===== src/rtl/dvr_pkg.sv =====
// Package dvr_pkg
// Shared default sizes for the start-vector router. The widths themselves are
// parameters of each module; these constants only give them one common default.
package dvr_pkg;
    localparam int DVR_NCH_DEF = 8;   // DMA channels (one start-vector register each)
    localparam int DVR_VW_DEF  = 8;   // interrupt vector width
endpackage


===== src/rtl/dvr_low_pick.sv =====
// Module dvr_low_pick
// Finds the lowest set bit of a request vector and reports its index.
// Assumes IW is wide enough to hold N-1. The result is purely combinational.
module dvr_low_pick #(
    parameter int N  = 8,
    parameter int IW = 3
) (
    input  logic [N-1:0]  bits,
    output logic          any,
    output logic [IW-1:0] idx
);
    // Scan from the top down so that the lowest set bit is written last
    always_comb begin
        any = 1'b0;
        idx = '0;
        for (int i = N - 1; i >= 0; i--) begin
            if (bits[i]) begin
                any = 1'b1;
                idx = IW'(i);
            end
        end
    end
endmodule


===== src/rtl/dvr_vec_bank.sv =====
// Module dvr_vec_bank
// Holds one start-vector register per DMA channel and compares each register
// with the winning interrupt vector. A zero register stands for an unused
// channel and never matches. A select value outside the channel range is ignored.
module dvr_vec_bank #(
    parameter int NCH = 8,
    parameter int VW  = 8,
    parameter int IW  = 3
) (
    input  logic                    clk,
    input  logic                    rst_n,
    input  logic                    cfg_we,
    input  logic [IW-1:0]           cfg_sel,
    input  logic [VW-1:0]           cfg_data,
    input  logic                    win_valid,
    input  logic [VW-1:0]           win_vec,
    output logic [NCH-1:0][VW-1:0]  start_vec,
    output logic [NCH-1:0]          hit
);
    for (genvar g = 0; g < NCH; g++) begin : g_reg
        // Per-channel register load from the write port
        always_ff @(posedge clk) begin
            if (!rst_n)
                start_vec[g] <= '0;
            else if (cfg_we && cfg_sel == IW'(g))
                start_vec[g] <= cfg_data;
        end

        // Match of this channel's programmed vector against the winner
        always_comb hit[g] = win_valid && (start_vec[g] != '0) && (start_vec[g] == win_vec);
    end
endmodule


===== src/rtl/dvr_clr_arb.sv =====
// Module dvr_clr_arb
// Queues flag-clear requests, one pending bit and one vector per channel, and
// issues them one per cycle as a registered pulse, lowest channel first.
// A new request on a channel overwrites that channel's queued vector.
module dvr_clr_arb #(
    parameter int NCH = 8,
    parameter int VW  = 8,
    parameter int IW  = 3
) (
    input  logic                    clk,
    input  logic                    rst_n,
    input  logic [NCH-1:0]          set,
    input  logic [NCH-1:0][VW-1:0]  set_vec,
    output logic [NCH-1:0]          pend,
    output logic                    clr_valid,
    output logic [VW-1:0]           clr_vec,
    output logic [IW-1:0]           clr_ch
);
    logic [NCH-1:0][VW-1:0] pvec_q;
    logic [NCH-1:0]         served;
    logic                   p_any;
    logic [IW-1:0]          p_idx;

    dvr_low_pick #(.N(NCH), .IW(IW)) u_pick (
        .bits (pend),
        .any  (p_any),
        .idx  (p_idx)
    );

    // One-hot mask of the entry that is issued this cycle
    always_comb served = p_any ? ({{(NCH-1){1'b0}}, 1'b1} << p_idx) : '0;

    // Pending bits: drop the issued entry and add new requests
    always_ff @(posedge clk) begin
        if (!rst_n)
            pend <= '0;
        else
            pend <= (pend & ~served) | set;
    end

    for (genvar g = 0; g < NCH; g++) begin : g_vec
        // Capture the vector to report for each newly queued clear
        always_ff @(posedge clk) begin
            if (!rst_n)
                pvec_q[g] <= '0;
            else if (set[g])
                pvec_q[g] <= set_vec[g];
        end
    end

    // Registered one-cycle clear pulse with its vector and channel
    always_ff @(posedge clk) begin
        if (!rst_n) begin
            clr_valid <= 1'b0;
            clr_vec   <= '0;
            clr_ch    <= '0;
        end else begin
            clr_valid <= p_any;
            if (p_any) begin
                clr_vec <= pvec_q[p_idx];
                clr_ch  <= p_idx;
            end
        end
    end
endmodule


===== src/rtl/dma_vec_router.sv =====
// Module dma_vec_router
// Routes the winning interrupt either to the CPU or to a DMA channel, based on
// per-channel start-vector registers. On a match it holds off the CPU request
// combinationally and raises a start request on the lowest matching channel.
// The request is held until acknowledged. Acknowledges and burst ends become
// queued one-cycle flag-clear pulses. Assumes the interrupt controller drops
// the named flag at the edge that ends the clear pulse.
module dma_vec_router #(
    parameter int NCH = dvr_pkg::DVR_NCH_DEF,
    parameter int VW  = dvr_pkg::DVR_VW_DEF,
    localparam int IW = (NCH > 1) ? $clog2(NCH) : 1
) (
    input  logic            clk,
    input  logic            rst_n,
    input  logic            cfg_we,
    input  logic [IW-1:0]   cfg_sel,
    input  logic [VW-1:0]   cfg_data,
    input  logic            win_valid,
    input  logic [VW-1:0]   win_vec,
    input  logic [NCH-1:0]  dma_ack,
    input  logic [NCH-1:0]  burst_end,
    output logic [NCH-1:0]  dma_req,
    output logic            cpu_suppress,
    output logic            clr_valid,
    output logic [VW-1:0]   clr_vec
);
    logic [NCH-1:0][VW-1:0] start_vec;
    logic [NCH-1:0][VW-1:0] req_vec_q;
    logic [NCH-1:0][VW-1:0] clr_src_vec;
    logic [NCH-1:0]         hit;
    logic [NCH-1:0]         pend;
    logic [NCH-1:0]         busy;
    logic [NCH-1:0]         clr_set;
    logic                   hit_any;
    logic [IW-1:0]          hit_idx;
    logic [IW-1:0]          clr_ch;

    dvr_vec_bank #(.NCH(NCH), .VW(VW), .IW(IW)) u_bank (
        .clk       (clk),
        .rst_n     (rst_n),
        .cfg_we    (cfg_we),
        .cfg_sel   (cfg_sel),
        .cfg_data  (cfg_data),
        .win_valid (win_valid),
        .win_vec   (win_vec),
        .start_vec (start_vec),
        .hit       (hit)
    );

    dvr_low_pick #(.N(NCH), .IW(IW)) u_hit_pick (
        .bits (hit),
        .any  (hit_any),
        .idx  (hit_idx)
    );

    dvr_clr_arb #(.NCH(NCH), .VW(VW), .IW(IW)) u_clr (
        .clk       (clk),
        .rst_n     (rst_n),
        .set       (clr_set),
        .set_vec   (clr_src_vec),
        .pend      (pend),
        .clr_valid (clr_valid),
        .clr_vec   (clr_vec),
        .clr_ch    (clr_ch)
    );

    // Hold off the CPU whenever any DMA channel claims the winner
    always_comb cpu_suppress = hit_any;

    for (genvar g = 0; g < NCH; g++) begin : g_ch
        // Channel locked while its request or its clear is still in flight
        always_comb busy[g] = dma_req[g] || pend[g] || (clr_valid && clr_ch == IW'(g));

        // Clear sources: accepted request, or burst end on a programmed channel
        always_comb begin
            clr_set[g]     = (dma_req[g] && dma_ack[g]) || (burst_end[g] && start_vec[g] != '0);
            clr_src_vec[g] = (dma_req[g] && dma_ack[g]) ? req_vec_q[g] : start_vec[g];
        end

        // Start request: set on a winning match, held until acknowledged
        always_ff @(posedge clk) begin
            if (!rst_n) begin
                dma_req[g]   <= 1'b0;
                req_vec_q[g] <= '0;
            end else if (dma_req[g] && dma_ack[g]) begin
                dma_req[g]   <= 1'b0;
            end else if (hit_any && hit_idx == IW'(g) && !busy[g]) begin
                dma_req[g]   <= 1'b1;
                req_vec_q[g] <= start_vec[g];
            end
        end
    end
endmodule


===== config.mk =====
export PLATFORM = sky130hd
export DESIGN_NAME = dma_vec_router
export DESIGN_NICKNAME = d
export VERILOG_FILES = /design/src/rtl/dvr_pkg.sv /design/src/rtl/dvr_low_pick.sv /design/src/rtl/dvr_vec_bank.sv /design/src/rtl/dvr_clr_arb.sv /design/src/rtl/dma_vec_router.sv
export SDC_FILE = /design/constraint.sdc
export NUM_CORES = 1
export LEC_CHECK = 0
export BUFFER_PORTS_ARGS = -buffer_cell sky130_fd_sc_hd__buf_2
export CORE_MARGIN = 2
export CORE_UTILIZATION = 40
export CTS_CLUSTER_SIZE = 28
export DETAILED_ROUTE_END_ITERATION = 8
export PLACE_DENSITY = 0.64
export SLEW_MARGIN = 25
export SYNTH_ARGS = -nofsm -noshare
export SYNTH_HDL_FRONTEND = slang
export SYNTH_SLANG_ARGS = --single-unit

===== constraint.sdc =====
create_clock -name clk -period 2.9 [get_ports clk]
set_input_delay 0.145 -clock clk [delete_from_list [all_inputs] [get_ports clk]]
set_output_delay 0.145 -clock clk [all_outputs]
set_load 0.005 [all_outputs]

# == Yosys cells after proc, flatten, opt, wreduce, memory -nomap -nowiden ==
# Cells that the tools add are included.
# word_totals
wordCells,245
reg_bits,220
# classes
n_eq_ne,29
bitwise,12
n_reduce_logical,123
shifts,1
order_cmp,1
mux,43
# ops
operator,n
$mux W8,10
$eq A8 B8 Y1,8
$logic_and A1 B1 Y1,64
$reduce_bool A8 Y1,8
$mux W3,16
$eq A3 B3 Y1 const B,12
$bmux W8 S3,1
$logic_or A1 B1 Y1,24
$eq A3 B2 Y1 const B,6
$mux W1,16
$reduce_and A2 Y1,8
$reduce_or A2 Y1,8
$eq A3 B1 Y1 const B,3
$logic_not A3 Y1,3
$not A1 Y1,9
$and A8 B8 Y8,1
$logic_not A1 Y1,8
$not A8 Y8,1
$or A8 B8 Y8,1
$shl A1 B3 Y8 const A,1
$lt A3 B4 Y1 const B,1

# == Longest topological paths before layout ==
# logic_depth
word_depth,15
mapped_depth,10

# == Hierarchy ==
# Synthesis repeated with hierarchy kept, for this count alone.
# unflattened
cells_unflattened,1197
hier_area_um2,11252.0
# modules_own_cells
module,area_each_um2,cells_each,instances
dma_vec_router,3955.0,433,1
dvr_clr_arb,3656.0,345,1
dvr_vec_bank,3480.8,393,1
dvr_low_pick,80.1,13,2

# == Worst setup path before layout ==
# No wires, ideal clock.
# synth_path
path_type,register to register
from,register u_bank.start_vec[36] (netlist name)
to,register req_vec_q[56] (netlist name)
path_stages_with_launch,9
t_arrival_ps,2196
slack_ps,633
required_time_ps,2828
setup_time_ps,72
path_cell_list,dfxtp_1 or4_1 or2_1 nor4b_4 nand2b_4 or3_4 nor3_2 buf_6 mux2i_1
# synth_via
elab_chain_cells,12
elab_cells_between_ends,18
# synth_rtl
item,line,text
start: declaration,dvr_vec_bank.sv:17,"output logic [NCH-1:0][VW-1:0] start_vec,"
start signal: indexed assignment,dvr_vec_bank.sv:26,start_vec[g] <= cfg_data;
$reduce_bool A8 Y1,dvr_vec_bank.sv:30,always_comb hit[g] = win_valid && (start_vec[g] != '0) && (start_vec[g] == win_vec);
$logic_and A1 B1 Y1,dvr_vec_bank.sv:30,
$logic_and A1 B1 Y1 *,dvr_vec_bank.sv:30,
$mux W3 (5 in series),dvr_low_pick.sv:17,if (bits[i]) begin
$eq A3 B3 Y1,dma_vec_router.sv:87,end else if (hit_any && hit_idx == IW'(g) && !busy[g]) begin
$logic_and A1 B1 Y1 * (2 in series),dma_vec_router.sv:87,
$reduce_and A2 Y1 (no line) *,--,
end signal: indexed assignment,dma_vec_router.sv:89,req_vec_q[g] <= start_vec[g];
end: declaration,dma_vec_router.sv:28,logic [NCH-1:0][VW-1:0] req_vec_q;
# Every way passes the cells marked *; elsewhere a longest branch is shown, timed or not.
# A chain may end at the register's enable or synchronous reset.

# == Worst setup path in the final report ==
# layout_path
from,register u_bank.start_vec[28] (netlist name)
to,output port cpu_suppress
# layout_via
elab_chain_cells,7
elab_cells_between_ends,8
# layout_rtl
item,line,text
$reduce_bool A8 Y1,dvr_vec_bank.sv:30,
$logic_and A1 B1 Y1,dvr_vec_bank.sv:30,
$logic_and A1 B1 Y1 *,dvr_vec_bank.sv:30,
$mux W1 * (4 in series),dvr_low_pick.sv:17,
end: declaration,dma_vec_router.sv:23,"output logic cpu_suppress,"
# Marks and branches as above.

==> flow_metrics.env <==
export IMPL_outcome="finished, final reports clean"
export IMPL_clkTransAtPathRegs_ns=0.06
export IMPL_async_flop_share_pct=0
export IMPL_cp_slowest_cell="or4_1"
export IMPL_max_stage_delay_ns=0.55
export IMPL_placed_cells=1584
export IMPL_routabilityCongestion=0.9984
export IMPL_setup_viol=0
export IMPL_place_area_um2=10810
export IMPL_crit_buf_inv=1
export IMPL_syn_nets=1305
export IMPL_grt_util_met2_pct=35.41
export IMPL_ant_nets=0
export IMPL_hold_path_class="in2reg"
export IMPL_ctsRootBufferMaster="clkbuf_16"
export IMPL_cp_arrival_ns=2.63
export IMPL_netlist_area_um2=10340
export IMPL_synth_most_common_cell="nand2_1"
export IMPL_tritoncts="yes"
export IMPL_whs_ns=0.01520
export IMPL_path_class="reg2out"
export IMPL_netlist_instances=1266
export IMPL_dpl_hpwl_mm=21.93
export IMPL_tightestPinTransition_ns=0.7703
export IMPL_design_area_um2=11680
export IMPL_io_pins=57
export IMPL_wl_mm=31.40
export IMPL_die_area_um2=27160
export IMPL_ys_warnings_count=0
export IMPL_period_share_pct=95.52
export IMPL_grt_max_degree=126
export IMPL_power_leakage_uw=0.004011
export IMPL_cp_start_kind="flip-flop"
export IMPL_yosys_area_top_type="dfxtp_1"
export IMPL_rsz0062_at_grt="no"
export IMPL_skew_ns=0.007743
export IMPL_cp_cell_sequence="or4_1 > nor2_1 > or4_4 > nand4b_4 > or4_4 > buf_2"
export IMPL_finalHoldViolCount=0
export IMPL_layoutNonFillerInstCount=1630
export IMPL_drc=0
export IMPL_area_growth_pct=12.92
export IMPL_power_density_nw_per_um2=622.5
export IMPL_htree_num_levels=1
export IMPL_min_period_ns=2.770
export IMPL_first_pass_iters=5
export IMPL_num_antenna_cells=0
export IMPL_worstSetupEndpointType="output pin"
export IMPL_insertion_delay_ns=0.52
export IMPL_clock_path_buffers=3
export IMPL_die_w_um=164.8
export IMPL_slew_headroom_pct=48.25
export IMPL_synth_cells_most_frequent="nand2_1, dfxtp_1, nor2_1"
export IMPL_cts_sinks=220
export IMPL_coreArea_um2=25250
export IMPL_ys_ff_latch=220
export IMPL_grt_first_pass_wirelength_mm=48.92
export IMPL_fin_nets=1328
export IMPL_cts_inserted_buffers=24
export IMPL_tns_ns=0
export IMPL_grt_pass1_vias=8609
export IMPL_cap_viol_max_count=0
export IMPL_critPathMaxFanout=5
export IMPL_vdd_drop_max_v=0.0003765
export IMPL_synth_top_area_share_pct=42.58
export IMPL_avgViaCountPerCell=5.650
export IMPL_io_buffers=56
export IMPL_fp_dieH_um=164.8
export IMPL_antenna_found_initial=0
export IMPL_critPathTopFamily="simple AND/OR/NAND/NOR gates"
export IMPL_crit_required_ns=2.76
export IMPL_ys_flop_type="dfxtp_1"
export IMPL_grtUsageMet1_pct=32.40
export IMPL_synth_avg_cell_area_um2=8.170
export IMPL_crit_top_cell="or4_4"
export IMPL_post_cts_buffers=0
export IMPL_yosysSeqAreaShare_pct=42.58
export IMPL_p_total_uw=7271
export IMPL_fmax_ghz=0.3610
export IMPL_drv_slew=0
export IMPL_layout_drive_gt1_share_pct=12.00
export IMPL_start_util_pct=40.96
export IMPL_track_usage_pct=23.06
export IMPL_busiest_layer="met2"
export IMPL_met3_usage_pct=3.315
export IMPL_yosys_top_cells_area="dfxtp_1, nand2_1, mux2i_1, a311oi_1, nor2_1"
export IMPL_dr_first_iter_drc_count=802
export IMPL_via_count=9210
export IMPL_avgRoutedWirePerCell_um=19.26
export IMPL_netlist_cell_type_count=55
export IMPL_synth_edff_count=0
export IMPL_gr_total_overflow=0
export IMPL_rows=58
## metal layers
| layer | routed length [um] | share of wire [%] |
|---|---|---|
| met5 | 0 | 0 |
| met4 | 1298 | 4.1 |
| met3 | 2095 | 6.7 |
| met2 | 13790 | 44 |
| met1 | 14210 | 45 |
## worst register-to-register path, stage by stage (launching register included)
cell and delay (ns):
dfxtp_1 0.38, xor2_1 0.18, nor4_1 0.36, nand4_1 0.18
o311ai_1 0.52, nand2_1 0.27, nor3_2 0.29, buf_4 0.24
mux2i_1 0.21
## report_power, final
part | switching (uW) | internal (uW) | total, uW | leakage (uW)
combinational | 580 | 349 | 929 | 0.00184
sequential | 130 | 3160 | 3290 | 0.00178
clock | 1190 | 1860 | 3050 | 0.000384
## area by class of cell
cell class              instances  area (um^2)
clock inverters                 7        110.1
flip-flops and latches        220         4405
fillers                      2537        13570
well taps                     330        412.9
clock buffers                  30        664.4
repair buffers                 87        560.5
multi-input cells             952         5509
inverters                       4        17.52
## layout by cell type, fill, tap and decap left out, types with 2 or more instances in the layout
cell and instances:
a211oi_1 2, a21oi_1 83, a311oi_1 66, a31oi_1 4, buf_12 2, buf_2 56, buf_4 20, bufinv_16 3
clkbuf_1 3, clkbuf_16 25, clkbuf_8 2, clkinv_2 4, dfxtp_1 219, dlygate4sd3_1 9, inv_1 3, mux2_2 24
mux2i_1 64, nand2_1 280, nand2b_1 5, nand3_1 93, nand4_1 11, nand4b_1 2, nor2_1 128, nor2b_1 5
nor3_1 3, nor3_2 2, nor4_1 15, nor4b_1 2, o211a_1 4, o211ai_1 2, o21ai_0 41, o22ai_1 16
o31ai_1 2, or4_1 10, or4_4 4, xnor2_1 53, xor2_1 11
## worst paths after layout
kind                                            from                to  slack [ns]  cells past startpoint
worst max register to register  u_bank.start_vec[57]     req_vec_q[59]        0.20                      8
worst min-delay path                      dma_ack[7]  u_clr.pvec_q[58]        0.02                      3
worst max-delay path            u_bank.start_vec[28]      cpu_suppress        0.13                      6
worst min register to register         req_vec_q[37]     req_vec_q[37]        0.46                      2
## what timing repair did
action	CTS	global route
gates resized for setup	2	0
setup endpoints to repair	1	0
hold buffers	9	0
endpoints found under the hold margin	19	0
## kinds of logic after synthesis
kind of cell | count (synthesis) | share of synthesized area [%]
AO/OA/AOI/OAI | 228 | 14.27
buffers and inverters | 94 | 4.246
AND/OR/NAND/NOR | 572 | 24.68
flip-flops | 220 | 42.58
multiplexers | 88 | 8.806
XOR/XNOR | 64 | 5.419
## metrics by stage
| stage | worst slack, ns | utilization, % |
|---|---|---|
| global route | 0.003360 | 46.25 |
| finish | 0.1299 | 46.25 |
| detailed placement | 0.2859 | 42.81 |
| global placement | 0.3314 | 42.81 |
| floorplan | 0.6329 | - |
| CTS | 0.1243 | 46.25 |
## state kept, by name, summed over array words and instances, names as in the netlist
signal,flops
u_clr.clr_vec,8
u_clr.clr_valid,1
u_clr.pvec_q,64
u_clr.pend,8
u_bank.start_vec,64
dma_req,8
req_vec_q,64
u_clr.clr_ch,3
No activity file was read; power rests on OpenSTA's default activity.
